===== config.mk =====
export PLATFORM = sky130hd
export DESIGN_NAME = sirq_encoder
export DESIGN_NICKNAME = d
export VERILOG_FILES = /design/src/rtl/sirq_pkg.sv /design/src/rtl/sirq_pulse_meter.sv /design/src/rtl/sirq_frame_ctl.sv /design/src/rtl/sirq_slot_drv.sv /design/src/rtl/sirq_encoder.sv
export SDC_FILE = /design/constraint.sdc
export NUM_CORES = 1
export LEC_CHECK = 0
export BUFFER_PORTS_ARGS = -buffer_cell sky130_fd_sc_hd__buf_4
export CORE_MARGIN = 2
export CORE_UTILIZATION = 35
export CTS_BUF_LIST = sky130_fd_sc_hd__clkbuf_8
export CTS_CLUSTER_DIAMETER = 30
export DETAILED_ROUTE_END_ITERATION = 16
export GPL_ROUTABILITY_DRIVEN = 0
export PLACE_DENSITY = 0.55
export SYNTH_ARGS = -nofsm -noshare
export SYNTH_HDL_FRONTEND = slang
export SYNTH_SLANG_ARGS = --single-unit

===== constraint.sdc =====
create_clock -name clk -period 2.65 [get_ports clk]
set_clock_uncertainty 0.1 [all_clocks]
set_input_delay 0.53 -clock clk [delete_from_list [all_inputs] [get_ports clk]]
set_output_delay 0.53 -clock clk [all_outputs]
set_load 0.1 [all_outputs]

===== src/rtl/sirq_pkg.sv =====
`timescale 1ns/1ps
package sirq_pkg;
   typedef enum logic [1:0] {
      ST_IDLE  = 2'd0,
      ST_REQ   = 2'd1,
      ST_SLOTS = 2'd2,
      ST_STOP  = 2'd3
   } sirq_state_e;

   typedef enum logic {
      MODE_CONT  = 1'b0,
      MODE_QUIET = 1'b1
   } sirq_mode_e;
endpackage


===== src/rtl/sirq_pulse_meter.sv =====
`timescale 1ns/1ps
// Measures the length of the current low run on the wire and flags the
// clock in which a low run ends.
module sirq_pulse_meter #(
   parameter int RUN_W = 4
) (
   input  logic             clk,
   input  logic             rst_n,
   input  logic             line_i,
   output logic [RUN_W-1:0] run_len,
   output logic             rise_o
);
   localparam logic [RUN_W-1:0] RUN_SAT = {RUN_W{1'b1}};

   always_ff @(posedge clk) begin
      if (!rst_n) begin
         run_len <= '0;
      end else if (!line_i) begin
         if (run_len != RUN_SAT) run_len <= run_len + 1'b1;
      end else begin
         run_len <= '0;
      end
   end

   // high now, low run recorded up to the last edge
   assign rise_o = line_i && (run_len != '0);

   // a run end is a single event, never two clocks in a row
   p_rise_isolated_r2: assert property (@(posedge clk) disable iff (!rst_n)
      rise_o |=> !rise_o);
endmodule


===== src/rtl/sirq_frame_ctl.sv =====
`timescale 1ns/1ps
// Cycle sequencer: start detection, slot clock counter, stop decoding,
// mode register and quiet-mode self start.
module sirq_frame_ctl
   import sirq_pkg::*;
#(
   parameter int NUM_SLOTS      = 16,
   parameter int RUN_W          = 4,
   parameter int START_MIN      = 4,
   parameter int STOP_QUIET_LEN = 2,
   parameter int STOP_CONT_LEN  = 3,
   parameter int CNT_W          = 6
) (
   input  logic                 clk,
   input  logic                 rst_n,
   input  logic                 line_i,
   input  logic                 rise,
   input  logic [RUN_W-1:0]     run_len,
   input  logic [NUM_SLOTS-1:0] eff,
   output logic                 in_frame,
   output logic [CNT_W-1:0]     cnt,
   output logic                 req_drive,
   output logic                 mode_quiet
);
   localparam int               FRAME_LAST = 3*NUM_SLOTS + 1;
   localparam logic [CNT_W-1:0] CNT_LAST   = CNT_W'(FRAME_LAST);
   localparam logic [RUN_W-1:0] START_V    = RUN_W'(START_MIN);
   localparam logic [RUN_W-1:0] STOP_Q_V   = RUN_W'(STOP_QUIET_LEN);
   localparam logic [RUN_W-1:0] STOP_C_V   = RUN_W'(STOP_CONT_LEN);

   sirq_state_e          state;
   sirq_mode_e           mode;
   logic [NUM_SLOTS-1:0] snap;
   logic                 long_run;

   assign long_run = rise && (run_len >= START_V);

   always_ff @(posedge clk) begin
      if (!rst_n) begin
         state <= ST_IDLE;
         mode  <= MODE_CONT;
         cnt   <= '0;
         snap  <= '0;
      end else begin
         unique case (state)
            ST_IDLE: begin
               if (long_run) begin
                  state <= ST_SLOTS;
                  cnt   <= CNT_W'(1);
               end else if (mode == MODE_QUIET && line_i && eff != snap) begin
                  state <= ST_REQ;
               end
            end
            ST_REQ: state <= ST_IDLE;
            ST_SLOTS: begin
               if (cnt == CNT_LAST) begin
                  state <= ST_STOP;
                  snap  <= eff;
                  cnt   <= '0;
               end else begin
                  cnt <= cnt + 1'b1;
               end
            end
            ST_STOP: begin
               if (long_run) begin
                  state <= ST_SLOTS;
                  cnt   <= CNT_W'(1);
               end else if (rise) begin
                  if (run_len == STOP_Q_V)      mode <= MODE_QUIET;
                  else if (run_len == STOP_C_V) mode <= MODE_CONT;
                  state <= ST_IDLE;
               end
            end
            default: state <= ST_IDLE;
         endcase
      end
   end

   assign in_frame   = (state == ST_SLOTS);
   assign req_drive  = (state == ST_REQ);
   assign mode_quiet = (mode == MODE_QUIET);

   // the self-started low lasts one clock, then the wire is released
   p_req_one_clock_r8: assert property (@(posedge clk) disable iff (!rst_n)
      (state == ST_REQ) |=> (state == ST_IDLE));
   // slot counting begins at clock 1 right after entering a cycle
   p_frame_entry_r2: assert property (@(posedge clk) disable iff (!rst_n)
      $rose(state == ST_SLOTS) |-> (cnt == CNT_W'(1)));
   // continuous mode never self-starts
   p_cont_no_req_r1: assert property (@(posedge clk) disable iff (!rst_n)
      (mode == MODE_CONT && state == ST_IDLE) |=> (state != ST_REQ));
endmodule


===== src/rtl/sirq_slot_drv.sv =====
`timescale 1ns/1ps
// Per-slot decode: sample hit, drivable filter, low/high/release sequence.
module sirq_slot_drv #(
   parameter int                   NUM_SLOTS  = 16,
   parameter logic [NUM_SLOTS-1:0] DRIVE_MASK = 16'h0E38,
   parameter int                   CNT_W      = 6
) (
   input  logic                 clk,
   input  logic                 rst_n,
   input  logic                 in_frame,
   input  logic [CNT_W-1:0]     cnt,
   input  logic [NUM_SLOTS-1:0] lvl,
   input  logic [NUM_SLOTS-1:0] en,
   output logic                 slot_oe,
   output logic                 slot_o
);
   logic [NUM_SLOTS-1:0] sample_hit;
   logic [NUM_SLOTS-1:0] act;
   logic                 drive_low;
   logic                 drove_q;

   for (genvar k = 0; k < NUM_SLOTS; k++) begin : g_slot
      localparam int SAMPLE_AT = 3*k + 2;
      assign sample_hit[k] = in_frame && (cnt == CNT_W'(SAMPLE_AT));
      if (DRIVE_MASK[k]) begin : g_own
         assign act[k] = lvl[k] & en[k];
      end else begin : g_foreign
         assign act[k] = 1'b0;
      end
   end

   assign drive_low = |(sample_hit & act);

   always_ff @(posedge clk) begin
      if (!rst_n) drove_q <= 1'b0;
      else        drove_q <= drive_low;
   end

   assign slot_oe = drive_low | drove_q;
   assign slot_o  = drove_q;

   // at most one slot samples in any clock
   p_one_sample_r3: assert property (@(posedge clk) disable iff (!rst_n)
      $onehot0(sample_hit));
   // a low sample is followed by one high recovery clock
   p_recover_r4: assert property (@(posedge clk) disable iff (!rst_n)
      drive_low |=> (slot_oe && slot_o));
   // after recovery the turn-around clock is released
   p_turnaround_r4: assert property (@(posedge clk) disable iff (!rst_n)
      (slot_oe && slot_o) |=> !slot_oe);
   // low drive only lands on drivable slots
   p_drive_mask_r5: assert property (@(posedge clk) disable iff (!rst_n)
      drive_low |-> ((sample_hit & DRIVE_MASK) != '0));
endmodule


===== src/rtl/sirq_encoder.sv =====
`timescale 1ns/1ps
module sirq_encoder #(
   parameter int                   NUM_SLOTS      = 16,
   parameter logic [NUM_SLOTS-1:0] DRIVE_MASK     = 16'h0E38,
   parameter int                   START_MIN      = 4,
   parameter int                   STOP_QUIET_LEN = 2,
   parameter int                   STOP_CONT_LEN  = 3,
   parameter int                   RUN_W          = 4
) (
   input  logic                 clk,
   input  logic                 rst_n,
   input  logic                 line_i,
   input  logic [NUM_SLOTS-1:0] irq_lvl,
   input  logic [NUM_SLOTS-1:0] irq_en,
   output logic                 drv_oe,
   output logic                 drv_o
);
   localparam int FRAME_LAST = 3*NUM_SLOTS + 1;
   localparam int CNT_W      = $clog2(FRAME_LAST + 1);

   initial begin : elab_checks
      assert (NUM_SLOTS >= 1 && NUM_SLOTS <= 32)
         else $error("NUM_SLOTS out of range");
      assert (START_MIN > STOP_CONT_LEN && START_MIN > STOP_QUIET_LEN)
         else $error("start threshold must exceed stop lengths");
      assert (STOP_QUIET_LEN != STOP_CONT_LEN)
         else $error("stop lengths must differ");
      assert (((1 << RUN_W) - 1) > START_MIN)
         else $error("RUN_W too narrow for START_MIN");
   end

   logic [RUN_W-1:0]     run_len;
   logic                 rise;
   logic                 in_frame;
   logic [CNT_W-1:0]     cnt;
   logic                 req_drive;
   logic                 mode_quiet;
   logic                 slot_oe;
   logic                 slot_o;
   logic [NUM_SLOTS-1:0] eff;

   assign eff = irq_lvl & irq_en & DRIVE_MASK;

   sirq_pulse_meter #(.RUN_W(RUN_W)) u_meter (
      .clk     (clk),
      .rst_n   (rst_n),
      .line_i  (line_i),
      .run_len (run_len),
      .rise_o  (rise)
   );

   sirq_frame_ctl #(
      .NUM_SLOTS      (NUM_SLOTS),
      .RUN_W          (RUN_W),
      .START_MIN      (START_MIN),
      .STOP_QUIET_LEN (STOP_QUIET_LEN),
      .STOP_CONT_LEN  (STOP_CONT_LEN),
      .CNT_W          (CNT_W)
   ) u_ctl (
      .clk        (clk),
      .rst_n      (rst_n),
      .line_i     (line_i),
      .rise       (rise),
      .run_len    (run_len),
      .eff        (eff),
      .in_frame   (in_frame),
      .cnt        (cnt),
      .req_drive  (req_drive),
      .mode_quiet (mode_quiet)
   );

   sirq_slot_drv #(
      .NUM_SLOTS  (NUM_SLOTS),
      .DRIVE_MASK (DRIVE_MASK),
      .CNT_W      (CNT_W)
   ) u_slots (
      .clk      (clk),
      .rst_n    (rst_n),
      .in_frame (in_frame),
      .cnt      (cnt),
      .lvl      (irq_lvl),
      .en       (irq_en),
      .slot_oe  (slot_oe),
      .slot_o   (slot_o)
   );

   assign drv_oe = slot_oe | req_drive;
   assign drv_o  = slot_o & ~req_drive;

   // the drive value rests low whenever the driver is off
   p_val_rest_r11: assert property (@(posedge clk) disable iff (!rst_n)
      !drv_oe |-> !drv_o);
   // a self-start only happens in quiet mode
   p_req_quiet_r8: assert property (@(posedge clk) disable iff (!rst_n)
      req_drive |-> mode_quiet);
   // outside a cycle in continuous mode the wire is never driven
   p_cont_silent_r1: assert property (@(posedge clk) disable iff (!rst_n)
      (!mode_quiet && !in_frame) |-> !drv_oe);
endmodule


==> results.txt <==
- The flow ran to the end, but the final reports show violations.
- Failing checks: setup timing
- The pre-antenna-repair detailed-routing pass consisted of 4 iterations.
* Via/cell ratio: 5.06
- The portion of synthesized area spent on multiplexers is 3.12%.
- The count of buffers added on input and output ports is 16.
* Number of violations of the max-capacitance limit: 0
- Seq cells post-synth: 20
- Summing the areas of all compound-gate instances in the mapped netlist gives between 10% and 20% of the synthesized area.
* DRC errors left: 0
- In this run the power density over the cells is roughly 380 nW/um^2.
* Post-Layout Inst Area: 1580 um^2
- Fmax achieved: roughly 0.38 GHz
- Clock latency of the later-clocked register in the worst-skew pair: 0.26 ns
- The tree built by TritonCTS fans out to 20 sinks.
* Slew of the pin with the lowest slew margin: between 0.4 and 0.5 ns
* Crit path capture type: output pin
- Total track usage: 14.3%
- Chip Width: about 65 um
- After layout, the worst path uses 100% of the clock period.
* Part of the Yosys area used for sequential elements: a little under a third
* Placeable core area: 3420 um^2
- Setup violations remaining at the end of the flow were counted as 1.
- The share of total power dissipated in the clock network is between 30% and 40%.
- Final Critical Period: ~2.7 ns
- In the final layout, the share of cells above drive strength 1 is between 20% and 30%.
* Via count of the first global-routing pass: about 1100
* Total wire length: about 2700 um
- The synthesized netlist devotes under 10% of its cell area to XOR and XNOR gates.
* Number of buffers on the longest clock path: 2
* Top library cells by usage in the layout, fill and taps aside: sky130_fd_sc_hd__nand2_1, sky130_fd_sc_hd__buf_4, sky130_fd_sc_hd__dfxtp_1
- Internal cell power: between 0.0004 and 0.0005 W
- Nets in the synthesized netlist: around 200
- After Yosys synthesis, full adders, half adders and majority gates account for 11.7% of the synthesized area.
- For the worst setup path, the data arrival time is between 2 and 2.5 ns.
- Synthesis produced a netlist whose cell count is 156.
- Average cell area after synthesis: between 8 and 9 um^2
- Detail-routed net length per standard cell: roughly 12 um
- Initial core utilization: between 30% and 40%
- Cell taking the most area after synthesis: sky130_fd_sc_hd__dfxtp_1
- The analysis attributes to cell leakage a power of approximately 0.65 nW.
- The final max-slew violation count was 0.
- Leaving out fill and tap cells, the most frequent cell in the layout is sky130_fd_sc_hd__nand2_1.
* Cell area after technology mapping: approximately 1300 um^2
* Final Util: between 40% and 50%
* Worst path setup slack after routing: -0.00863 ns
- IR analysis of the VDD net gives a maximum drop of between 150 and 200 uV.
- After legalization and detailed placement, the total HPWL measured slightly above 2000 um.
- Yosys printed 0 warnings.
* Max_slew headroom: between 70% and 80%
- Layout filler cell count: approximately 350
* Crit Path Class: reg -> out
* RSZ-0062 raised after global routing: yes
- Critical-path maximum fanout: 3
- Critical path launch point type: register
- Post-route ant nets: 0
* Placement row count: 21
* Combinational Power Share: about a tenth
* Net count of the finished layout: around 220
* Synth top area share: a little under a third
* Initial detailed-routing violation count: 73
- In this run the worst hold path is classified as reg -> reg.
- In this run the vertical extent of the chip is about 65 um.
- Fin. Hold Viols: 0
- Ports placed on the boundary: 37
* Switching power share of the total: 22.5%
- Total congestion overflow: 0
- Dominant combinational cell family by area after synthesis: simple AND/OR/NAND/NOR gates
- CTS built an H-tree with a depth of 1.
* Clock tree root buffer cell: sky130_fd_sc_hd__clkbuf_8
* Wire length of the first global-routing pass: 4710 um
- Main area contributors after synthesis: sky130_fd_sc_hd__dfxtp_1, sky130_fd_sc_hd__ha_1, sky130_fd_sc_hd__nand2_1
- The synthesized netlist contains 40 unique library cells.
- The placed instances occupy a cell area of about 1400 um^2.
* Share of total power in sequential cells: between 50% and 60%
* Largest net degree at the start of global routing: 20
* Clock input transition at the sequential cells of the worst setup and hold paths: 0.08 ns
- For the worst setup path, the data required time is about 2.0 ns.
- Die area: 4160 um^2
* Simple-gate share of the synthesized area: 29.1%
- From synthesis to final layout, the design area changed by 23.4%.
- The analysis attributes to net switching a power of 0.000134 W.
- CTS tree: yes
- Number of antenna cells inserted: 0
- TritonCTS buffer count: 3
- The number of antenna violations at the first check in global routing is 0.
- For this block, the via count after detailed routing is between 1000 and 1500.
## final timing paths
path / to / depth (start not counted) / slack (ns) / from
worst max-delay path: drv_oe / 7 / -0.009 / u_ctl.cnt[0]$_SDFFE_PN0P_
worst min-delay path: u_ctl.mode_quiet$_SDFFE_PN0P_ / 2 / 0.37 / u_ctl.mode_quiet$_SDFFE_PN0P_
worst max register to register: u_ctl.state[0]$_SDFFE_PN0P_ / 8 / 0.85 / u_ctl.cnt[0]$_SDFFE_PN0P_
worst min register to register: u_ctl.mode_quiet$_SDFFE_PN0P_ / 2 / 0.37 / u_ctl.mode_quiet$_SDFFE_PN0P_
## cells in the mapped netlist
| cell | n |
|---|---|
| sky130_fd_sc_hd__mux2i_1 | 4 |
| sky130_fd_sc_hd__inv_1 | 8 |
| sky130_fd_sc_hd__dfxtp_1 | 20 |
| sky130_fd_sc_hd__a31o_2 | 1 |
| sky130_fd_sc_hd__o22ai_1 | 2 |
| sky130_fd_sc_hd__xor2_1 | 5 |
| sky130_fd_sc_hd__and3b_1 | 2 |
| sky130_fd_sc_hd__o21ai_1 | 3 |
| sky130_fd_sc_hd__o221a_2 | 2 |
| sky130_fd_sc_hd__nor2_1 | 12 |
| sky130_fd_sc_hd__o41ai_1 | 1 |
| sky130_fd_sc_hd__nand3_1 | 3 |
| sky130_fd_sc_hd__nor3b_1 | 1 |
| sky130_fd_sc_hd__nand2b_1 | 1 |
| sky130_fd_sc_hd__a31oi_1 | 2 |
| sky130_fd_sc_hd__nand2_4 | 1 |
| sky130_fd_sc_hd__a21oi_1 | 3 |
| sky130_fd_sc_hd__and2_2 | 2 |
| sky130_fd_sc_hd__nor3_1 | 2 |
| sky130_fd_sc_hd__xnor2_1 | 2 |
| sky130_fd_sc_hd__and2_1 | 9 |
| sky130_fd_sc_hd__buf_6 | 1 |
| sky130_fd_sc_hd__nand3_2 | 1 |
| sky130_fd_sc_hd__a2bb2oi_1 | 1 |
| sky130_fd_sc_hd__or3_1 | 2 |
| sky130_fd_sc_hd__o311a_1 | 1 |
| sky130_fd_sc_hd__nor2b_1 | 5 |
| sky130_fd_sc_hd__nand2_2 | 1 |
| sky130_fd_sc_hd__nand4_1 | 7 |
| sky130_fd_sc_hd__o211ai_1 | 1 |
| sky130_fd_sc_hd__o2bb2ai_1 | 2 |
| sky130_fd_sc_hd__ha_1 | 12 |
| sky130_fd_sc_hd__a32oi_1 | 1 |
| sky130_fd_sc_hd__o31ai_1 | 1 |
| sky130_fd_sc_hd__nand2_1 | 21 |
| sky130_fd_sc_hd__and3_1 | 1 |
| sky130_fd_sc_hd__clkbuf_1 | 3 |
| sky130_fd_sc_hd__a21boi_1 | 1 |
| sky130_fd_sc_hd__a21boi_0 | 1 |
| sky130_fd_sc_hd__o21ai_0 | 7 |
## stage by stage
stage	worst slack, ns	power (W)	cells	setup TNS, ns	hold WS (ns)
after floorplan	0.0682	0.000340	156	0	0.341
after global placement	0.138	0.000365	215	0	0.353
after detailed placement	0.142	0.000366	215	0	0.363
after CTS	-0.0442	0.000605	222	-0.0442	0.377
after global routing	-0.0495	0.000626	222	-0.0495	0.406
final	-0.00863	0.000596	222	-0.00863	0.371
## cells by family (layout without fill, tap and decap cells)
family,after synthesis,count (layout)
adders and majority gates,12,12
buffers and inverters,12,32
AOI/OAI and AO/OA,30,30
muxes,4,4
xor gates and xnor gates,7,7
DFF,20,20
and+or+nand+nor,71,71
## sequential cells by signal, indices dropped and copies added, names as in the netlist
signal	count
u_ctl.cnt	6
u_ctl.mode_quiet	1
u_ctl.snap	6
u_ctl.state	2
u_meter.run_len	4
u_slots.slot_o	1
## final cells by class
class,count,area (um^2),share of cell area [%]
flip-flops and latches,20,405,25.6
inverters,8,30.0,1.90
clock buffers,4,55.1,3.48
repair buffers,20,166,10.5
multi-input cells,124,868,54.9
well taps,46,57.6,3.64
## power by group through the flow
| stage | clock [W] | combinational [W] | sequential [W] |
|---|---|---|---|
| after CTS | 0.000244 | 0.0000562 | 0.000305 |
| after detailed placement | 0 | 0.0000541 | 0.000312 |
| after global placement | 0 | 0.0000531 | 0.000312 |
| after floorplan | 0 | 0.0000288 | 0.000312 |
| after global routing | 0.000259 | 0.0000623 | 0.000304 |
| final | 0.000236 | 0.0000555 | 0.000304 |
## routing by layer
metal	GRT usage (%)	routed length [um]
met5	0	0
met1	19.0	1310
met4	3.99	27
met2	23.4	1240
met3	2.95	86
## timing repair
item,CTS,global route
endpoints found under the setup margin,1,1
hold endpoints to repair,0,0
buffers inserted,3,0
gates cloned,0,0
hold buffers,0,0
pin swaps,3,1
gates resized for setup,16,1
## worst max-delay path: stages (launching register included)
cell                      delay, ns
sky130_fd_sc_hd__dfxtp_4       0.36
sky130_fd_sc_hd__buf_6         0.12
sky130_fd_sc_hd__ha_4          0.14
sky130_fd_sc_hd__and2_4        0.15
sky130_fd_sc_hd__and2_4        0.13
sky130_fd_sc_hd__o311a_4       0.35
sky130_fd_sc_hd__or3_4         0.34
sky130_fd_sc_hd__buf_12        0.17
Note: power is estimated with default switching activity, not from simulation.
